===== src/rtl/dram_mux_ctrl.sv =====
module dram_mux_ctrl #(
  parameter int ROW_W        = 12,
  parameter int COL_W        = 9,
  parameter int DW           = 8,
  parameter int T_RCD        = 2,
  parameter int T_CAS        = 2,
  parameter int T_RP         = 2,
  parameter int T_REF        = 3,
  parameter int CLK_MHZ      = 50,
  parameter int REF_MS       = 64,
  parameter int REF_INTERVAL = CLK_MHZ * 1000 * REF_MS / (1 << ROW_W)
) (
  input  logic                   clk,
  input  logic                   rst_n,
  input  logic                   req_valid,
  input  logic                   req_write,
  input  logic [ROW_W+COL_W-1:0] req_addr,
  input  logic [DW-1:0]          req_wdata,
  output logic                   req_ready,
  output logic                   rd_valid,
  output logic [DW-1:0]          rd_data,
  output logic [ROW_W-1:0]       dram_addr,
  output logic                   dram_ras_n,
  output logic                   dram_cas_n,
  output logic                   dram_we_n,
  output logic [DW-1:0]          dram_dq_out,
  output logic                   dram_dq_oe,
  input  logic [DW-1:0]          dram_dq_in
);
  localparam int AW  = ROW_W + COL_W;
  localparam int CW  = $clog2(T_RCD + T_CAS + T_RP + T_REF + 1);
  localparam int RTW = $clog2(REF_INTERVAL + 1);

  typedef enum logic [2:0] {S_PRE, S_IDLE, S_ROW, S_COLSET, S_CAS, S_OPEN, S_REF} st_e;

  st_e              st;
  logic [CW-1:0]    cnt;
  logic [ROW_W-1:0] open_row, ref_row;
  logic [COL_W-1:0] col_q;
  logic             wr_q;
  logic [DW-1:0]    wd_q;
  logic [RTW-1:0]   tmr;
  logic             ref_pend;

  wire same_row  = req_addr[AW-1:COL_W] == open_row;
  wire col_phase = (st == S_COLSET) || (st == S_CAS);
  wire drive     = wr_q && col_phase;
  wire ref_due   = tmr == RTW'(REF_INTERVAL - 1);
  wire cnt_done  = cnt == '0;

  assign req_ready   = req_valid && !ref_pend && ((st == S_IDLE) || (st == S_OPEN && same_row));
  assign dram_ras_n  = (st == S_PRE) || (st == S_IDLE);
  assign dram_cas_n  = st != S_CAS;
  assign dram_we_n   = !drive;
  assign dram_dq_oe  = drive;
  assign dram_dq_out = wd_q;
  assign dram_addr   = col_phase ? ROW_W'(col_q) : (st == S_REF) ? ref_row : open_row;

  always_ff @(posedge clk or negedge rst_n) begin
    if (!rst_n) begin
      st       <= S_PRE;
      cnt      <= CW'(T_RP - 1);
      open_row <= '0;
      ref_row  <= '0;
      col_q    <= '0;
      wr_q     <= 1'b0;
      wd_q     <= '0;
      tmr      <= '0;
      ref_pend <= 1'b0;
      rd_valid <= 1'b0;
      rd_data  <= '0;
    end else begin
      rd_valid <= 1'b0;
      tmr      <= ref_due ? '0 : tmr + RTW'(1);
      if (ref_due)
        ref_pend <= 1'b1;
      else if (st == S_IDLE && ref_pend)
        ref_pend <= 1'b0;
      if (req_ready) begin
        col_q <= req_addr[COL_W-1:0];
        wr_q  <= req_write;
        wd_q  <= req_wdata;
      end
      case (st)
        S_PRE:
          if (cnt_done) st <= S_IDLE;
          else cnt <= cnt - CW'(1);
        S_IDLE:
          if (ref_pend) begin
            st  <= S_REF;
            cnt <= CW'(T_REF - 1);
          end else if (req_valid) begin
            st       <= S_ROW;
            cnt      <= CW'(T_RCD - 1);
            open_row <= req_addr[AW-1:COL_W];
          end
        S_ROW:
          if (cnt_done) st <= S_COLSET;
          else cnt <= cnt - CW'(1);
        S_COLSET: begin
          st  <= S_CAS;
          cnt <= CW'(T_CAS - 1);
        end
        S_CAS:
          if (cnt_done) begin
            st <= S_OPEN;
            if (!wr_q) begin
              rd_valid <= 1'b1;
              rd_data  <= dram_dq_in;
            end
          end else cnt <= cnt - CW'(1);
        S_OPEN:
          if (ref_pend || (req_valid && !same_row)) begin
            st  <= S_PRE;
            cnt <= CW'(T_RP - 1);
          end else if (req_valid) st <= S_COLSET;
        S_REF:
          if (cnt_done) begin
            st      <= S_PRE;
            cnt     <= CW'(T_RP - 1);
            ref_row <= ref_row + ROW_W'(1);
          end else cnt <= cnt - CW'(1);
        default: st <= S_PRE;
      endcase
    end
  end
endmodule


===== config.mk =====
export PLATFORM = sky130hd
export DESIGN_NAME = dram_mux_ctrl
export DESIGN_NICKNAME = d
export VERILOG_FILES = /design/src/rtl/dram_mux_ctrl.sv
export SDC_FILE = /design/constraint.sdc
export NUM_CORES = 1
export LEC_CHECK = 0
export ABC_AREA = 1
export BUFFER_PORTS_ARGS = -buffer_cell sky130_fd_sc_hd__buf_2
export CAP_MARGIN = 30
export CORE_ASPECT_RATIO = 1.5
export CORE_MARGIN = 2
export CORE_UTILIZATION = 53
export DETAILED_ROUTE_END_ITERATION = 10
export GPL_ROUTABILITY_DRIVEN = 0
export PLACE_DENSITY_LB_ADDON = 0.08
export SYNTH_ARGS = -nofsm -noshare
export SYNTH_HDL_FRONTEND = slang
export SYNTH_SLANG_ARGS = --single-unit

===== constraint.sdc =====
create_clock -name clk -period 3.2 [get_ports clk]
set_clock_uncertainty 0.05 [all_clocks]
set_input_delay 0 -clock clk [delete_from_list [all_inputs] [get_ports clk]]
set_output_delay 0 -clock clk [all_outputs]
set_load 0.05 [all_outputs]

==> results of run 1 <==
[worst paths after layout]
check	start	to	slack [ns]	cells after the start
setup / recovery	st[0]$_DFFE_PN0P_	dram_addr[9]	0.76	7
hold / removal	rst_n	open_row[8]$_DFFE_PN0P_	0.31	3
setup reg to reg	cnt[0]$_DFFE_PN1P_	cnt[1]$_DFFE_PN0P_	1.25	8
hold reg to reg	cnt[0]$_DFFE_PN1P_	cnt[0]$_DFFE_PN1P_	0.43	2
max in group asynchronous	rst_n	col_q[0]$_DFFE_PN0P_	2.21	3
min in group clk	req_addr[7]	col_q[7]$_DFFE_PN0P_	0.33	4
[placed cells by master, fill, tap and decap left out, types with 3 or more instances in the layout]
cell / n
nand2_1: 152
buf_2: 74
dfrtp_1: 68
inv_1: 46
dlygate4sd3_1: 40
nor2_1: 30
a21oi_1: 21
o21ai_0: 16
nand3_1: 15
mux2_2: 12
xor2_1: 11
xnor2_1: 10
clkbuf_8: 9
nor3_1: 5
clkinv_2: 5
ha_1: 5
nand4_1: 4
nor2_4: 3
clkinvlp_4: 3
[tightest hold or removal path, cell delays in order]
cell	delay [ns]
dlygate4sd3_1	0.52
buf_2	0.09
buf_4	0.65
[kinds of logic after synthesis]
family | Yosys count | synth area share
fa+ha+maj | 5 | 0.0177
compound gates | 41 | 0.0629
flops | 69 | 0.488
buf+inv | 57 | 0.0653
mux | 12 | 0.0381
simple gates | 219 | 0.276
xor+xnor | 21 | 0.0519
[final cells by class]
type / count / area share
flip-flops and latches: 69 / 0.380
clock buffers: 9 / 0.0273
multi-input cells: 298 / 0.349
clock inverters: 7 / 0.00936
well taps: 76 / 0.0209
inverters: 50 / 0.0421
repair buffers: 115 / 0.171
[metrics by stage]
stage	hold WS [ns]	worst slack, ns	cells	utilization	cell area [um2]
after floorplan	-0.346	0.609	424	-	3540
after global placement	0.142	1.18	568	0.613	3980
after detailed placement	0.148	1.13	568	0.613	3980
after CTS	0.314	0.759	624	0.700	4540
after global routing	0.337	0.499	624	0.700	4540
final	0.311	0.763	624	0.700	4540
[where the power goes]
part | switching (mW) | internal (mW) | leakage (nW)
Sequential | 0.260 | 1.16 | 0.873
Clock | 0.342 | 0.275 | 0.0808
Combinational | 1.55 | 0.612 | 1.47
[registers in the layout (all words and copies together) (netlist names), 3 cells and up]
signal and count:
col_q 9, dram_dq_out 8, tmr 10, open_row 12
rd_data 8, ref_row 12, st 3, cnt 4
[per-layer routing]
layer  vias up  global-route usage
met5         -                   0
met4         0              0.0943
met3         8              0.0368
met2        93               0.401
met1      1442               0.318
li1       1564                   -
[synthesized netlist by cell type, types with 2 or more instances]
cell / n / area, um2
nand2_1: 152 / 571
dfrtp_1: 68 / 1700
inv_1: 46 / 173
nor2_1: 30 / 113
a21oi_1: 21 / 105
o21ai_0: 16 / 80.1
nand3_1: 15 / 75.1
mux2_2: 12 / 135
xor2_1: 11 / 96.3
xnor2_1: 10 / 87.6
ha_1: 5 / 62.6
nor3_1: 5 / 25.0
nand4_1: 4 / 25.0
nor2_4: 3 / 33.8
buf_2: 2 / 10.0
clkbuf_1: 2 / 7.51
inv_2: 2 / 7.51
nand2_2: 2 / 12.5
nand2_4: 2 / 22.5
nand4_4: 2 / 42.5
nor3_4: 2 / 32.5
[repair_timing]
action,in CTS,in global routing
hold endpoints to repair,107,0
buffers inserted,0,0
hold buffers,40,0
resized for setup,0,0
endpoints found under the setup margin,0,0
==> impl_results.md, run 1 <==
- First-pass GRT wire length: 14300 um
- Fin. max-slew vios: 0
- HP Class: in -> async
- Setup tns final: 0 ns
- Skew-Pair Late Insertion Delay: around 0.35 ns
- Die Y: roughly 100 um
- Syn-to-layout area delta: 28.2%
- Final hold violations: 0
- Post-Syn Area: 3540 um2
- Clock sink total: 69
- M1 WL: 3590 um
- Largest net degree at the start of global routing: 70
- Vias: 3107
- Ys flop type: dfrtp_1
- Share of layout cells above drive strength 1: 0.221
- Crit-path max FO: 13
- Core area: 6490 um2
- Status: complete, no violations
- Initial antenna violation count: 0
- Post-synth EDFFs: 0
- Die area: 7370 um2
- Tcrit/Tclk final: 0.762
- # fillers: between 500 and 600
- Mapped Cells: 424
- Detailed Routing Iterations Pass 1: 4
- Top Metal Used: met4
- Number of diodes: 0
- Vias per cell: 4.98
- Critical path buffer and inverter count: 2
- Post-Syn Nets: 470
- HPWL Detailed: 5660 um
- Slew margin rel.: 0.425
- Worst setup SP type: register
- Die W: 70.8 um
- I/O pins: 75
- RSZ-0062 raised after global routing: no
- Clock root buffer: clkbuf_8
- First DRT Iteration DRCs: 125
- Sequential Area: 1730 um2
- Nets: 589
- GRT Overall Usage: 0.242
- CTS tree: done
- CTS max path bufs: 2
- Total power: 4.19 mW
- Synth cell types: 33
- Avg Cell Area, Syn: roughly 8.4 um2
- Number of remaining DRC errors: 0
- GRT overflow: 0
- CTS H-tree lvls: 3
- Minimum clock period: 2.44 ns
- Max cap viols: 0
- WS Path Type: reg -> out
- Slowest CP cell: dfrtp_1
- #FFs+latches synth: 69
- Max incr delay on CP: approximately 0.52 ns
- Total CTS buffers: 9
- Final setup fails: 0
- Met3 wire len: 421 um
- Total power per unit cell area: between 900 and 1000 nW/um2
- Async set or reset register ratio after synthesis: 1.00
- Routed WL: roughly 8300 um
- CP Capture Type: output port
- YS warnings: 0
- Slew at the pin with the worst max-slew slack: 0.863 ns
- Maximum vdd drop: 0.644 mV
- Crit path cell chain: nor2_1, nand2_1, nand2_1, inv_1, o21ai_0, a21oi_1, buf_2
- Worst path required time: around 3.2 ns
- Port Buffers: 74
- Worst path top cell family by delay: buffers and inverters
- Routed wire per std cell: ~13 um
- Initial core utilization: 0.546
- Met2 WL: 4170 um
- Vias in the first global route: 3168
- Crit path DAT: 2.39 ns
- Routed Antenna Nets: 0
- Clock-pin transition on the worst setup and hold timing paths: about 0.08 ns
- Highest Clock Rate: about 410 MHz
- Most used cell, CP: nand2_1
- Row cnt: 36
- LEAKAGE: roughly 2.4 nW
- Multi-input logic area: 1580 um2
- Register area share after synthesis: 0.488
No activity file was read; power rests on OpenSTA's default activity.
==> run 2: changes to the inputs <==
- CORE_UTILIZATION: 53 -> 49
- clock period: 3.2 -> 2 ns (I/O delays scaled with it)
==> run 2 against run 1 <==
Net effect:
- count of clock-buffer cells in the layout rose by 4
- cell count rose by 2.4%
- setup slack got worse by 0.64 ns
- clock power rose by 93%
- register-to-register slack got worse by 1.1 ns
- core utilization fell by 3.1 points
- combinational power rose by 75%
- highest routed layer unchanged
==> impl_results.md, run 2 (synthesis results as in run 1) <==
- Status: complete, no violations (unchanged)
- Total power: 7.23 mW (was 4.19 mW)
- WS Path Type: reg -> out (unchanged)
- Worst path required time: 1.95 ns (was 3.15 ns)
- Initial antenna violation count: 0 (unchanged)
- Total CTS buffers: 9 (unchanged)
- First-pass GRT wire length: 13600 um (was 14300 um)
- Vias per cell: 4.91 (was 4.98)
- I/O pins: 75 (unchanged)
- Highest Clock Rate: between 500 and 600 MHz
- Die area: 7940 um2 (was 7370 um2)
- Clock-pin transition on the worst setup and hold timing paths: 0.08 ns (about the same)
- GRT overflow: 0 (unchanged)
- Initial core utilization: 0.497 (was 0.546)
- CP Capture Type: output port (unchanged)
- Commonest non-fill, non-tap cells in the layout: nand2_1 (151), buf_2 (66), dfrtp_1 (65), inv_1 (45), dlygate4sd3_1 (40) (was nand2_1 (152), buf_2 (74), dfrtp_1 (68), inv_1 (46), dlygate4sd3_1 (40))
- Placed cell count: 580 (was 568)
- Die W: 73.4 um (was 70.8 um)
- RR Endpoint: open_row[9]$_DFFE_PN0P_ (was cnt[1]$_DFFE_PN0P_)
- Vias in the first global route: 2966 (was 3168)
- Number of diodes: 0 (unchanged)
- Leading registers by flop count: open_row: 12 flops, ref_row: 12 flops, tmr: 10 flops (unchanged)
- Routed Antenna Nets: 0 (unchanged)
- Worst setup SP type: register (unchanged)
- Detailed Routing Iterations Pass 1: 4 (unchanged)
- Slowest CP cell: dfrtp_2 (was dfrtp_1)
- Setup crit start: st[2]$_DFFE_PN0P_ (was st[0]$_DFFE_PN0P_)
- Most common cell after layout, fill and taps aside: nand2_1 (unchanged)
- Fin. max-slew vios: 0 (unchanged)
- Row cnt: 38 (was 36)
- Share of layout cells above drive strength 1: 0.265 (was 0.221)
- Worst Reg-to-Reg Cells: 8 (unchanged)
- Final setup fails: 0 (unchanged)
- Crit path DAT: 1.83 ns (was 2.39 ns)
- Vias: 3136 (was 3107)
- Port Buffers: 74 (unchanged)
- # fillers: 614 (was 530)
- FF-to-FF Start: st[1]$_DFFE_PN0P_ (was cnt[0]$_DFFE_PN1P_)
- Worst setup path endpoint: dram_addr[0] (was dram_addr[9])
- Die Y: 108 um (was 104 um)
- HP Class: in -> async (unchanged)
- Clock sink total: 69 (unchanged)
- Crit path cell chain: inv_1, nand3_1, nand2_1, inv_2, buf_4, nor2_1, a21oi_2, clkbuf_4 (was nor2_1, nand2_1, nand2_1, inv_1, o21ai_0, a21oi_1, buf_2)
- Core area: 7130 um2 (was 6490 um2)
- Number of remaining DRC errors: 0 (unchanged)
- Multi-input logic area: 1640 um2 (was 1580 um2)
- Slew at the pin with the worst max-slew slack: 0.489 ns (was 0.863 ns)
- Total power per unit cell area: 1510 nW/um2 (was 923 nW/um2)
- First DRT Iteration DRCs: 173 (was 125)
- Routed WL: 8480 um (was 8310 um)
- Non-Filler Instances: 639 (was 624)
- Routed wire per std cell: 13.3 um (about the same)
- LEAKAGE: 2.51 nW (was 2.42 nW)
- Clock root buffer: clkbuf_8 (unchanged)
- Maximum vdd drop: 1.10 mV (was 0.644 mV)
- Largest net degree at the start of global routing: 70 (unchanged)
- R2R Setup Slk: 0.19 ns (was 1.25 ns)
- Syn-to-layout area delta: 34.7% (was 28.2%)
- Max incr delay on CP: 0.46 ns (was 0.52 ns)
- CTS H-tree lvls: 3 (unchanged)
- Tcrit/Tclk final: 0.940
- GRT Overall Usage: 0.225 (was 0.242)
- CTS max path bufs: 2 (unchanged)
- Minimum clock period: 1.88 ns
- Slew margin rel.: 0.673 (was 0.425)
- Nets: 600 (was 589)
- Max cap viols: 0 (unchanged)
- Crit-path max FO: 10 (was 13)
- HPWL Detailed: 6020 um (was 5660 um)
- CTS tree: done (unchanged)
- Skew-Pair Late Insertion Delay: 0.34 ns (was 0.35 ns)
- Sequential Area: 1730 um2 (about the same)
- Final hold violations: 0 (unchanged)
## run 2: cell count changes in the layout (fill, tap and decap cells not counted), moves of 2 or more
| cell | delta |
|---|---|
| a21oi_1 | -9 |
| nor2_1 | -2 |
| clkbuf_4 | +4 |
| dfrtp_2 | +3 |
| a21oi_2 | +9 |
| clkinv_2 | -3 |
| buf_2 | -8 |
| buf_4 | +13 |
| dfrtp_1 | -3 |
| clkbuf_8 | +3 |
| clkinvlp_4 | -2 |
## run 2: metal layers
layer,GRT usage,wire (um),vias to the layer above
li1,-,-,1585
met1,0.281,3760,1452
met2,0.372,4150,83
met3,0.0475,370,16
met4,0.0961,207,0
met5,0,0,-
## run 2: worst max-delay path: cells and delay by family (launching register included)
kind | cells | cell delay [ns]
AO/OA/AOI/OAI | 1 | 0.05
flip-flops | 1 | 0.46
AND/OR/NAND/NOR | 3 | 0.35
buffers and inverters | 4 | 0.63
## run 2: per-stage QoR
| stage | hold slack, ns | setup WS, ns | TNS, ns | util | area, um2 |
|---|---|---|---|---|---|
| 6_report | 0.155 | 0.121 | 0 | 0.669 | 4770 |
| 5_1_grt | 0.199 | -0.0183 | -0.0968 | 0.669 | 4770 |
| 4_1_cts | 0.177 | 0.00889 | 0 | 0.662 | 4720 |
| 3_5_place_dp | 0.00457 | 0.160 | 0 | 0.575 | 4100 |
| 3_3_place_gp | 0.00383 | 0.196 | 0 | 0.575 | 4100 |
| 2_1_floorplan | -0.346 | 0.0586 | 0 | - | 3590 |
## run 2: worst min path at each step
stage / depth (start not counted) / start / end
4_1_cts: 3 / rst_n / open_row[8]$_DFFE_PN0P_
6_report: 3 / rst_n / ref_row[8]$_DFFE_PN0P_
3_5_place_dp: 2 / rst_n / open_row[9]$_DFFE_PN0P_
3_3_place_gp: 2 / rst_n / open_row[9]$_DFFE_PN0P_
2_1_floorplan: 0 / rst_n / cnt[1]$_DFFE_PN0P_
5_1_grt: 3 / rst_n / open_row[9]$_DFFE_PN0P_
## run 2: repair_timing
item / CTS / global route
resized for setup: 6 / 12
endpoints found under the setup margin: 13 / 14
setup buffers: 0 / 3
hold buffers: 40 / 0
endpoints found under the hold margin: 108 / 0
pin swaps: 0 / 1
## run 2: where the power goes
part	internal [mW]	switching (mW)
logic	1.19	2.60
registers	1.86	0.383
clock network	0.677	0.518
## run 2: layout make-up
type                    instances  share of cell area
flip-flops and latches         69               0.363
multi-input cells             298               0.343
repair buffers                126               0.188
inverters                      50              0.0412
clock buffers                  13              0.0354
well taps                      80              0.0210
clock inverters                 3             0.00891
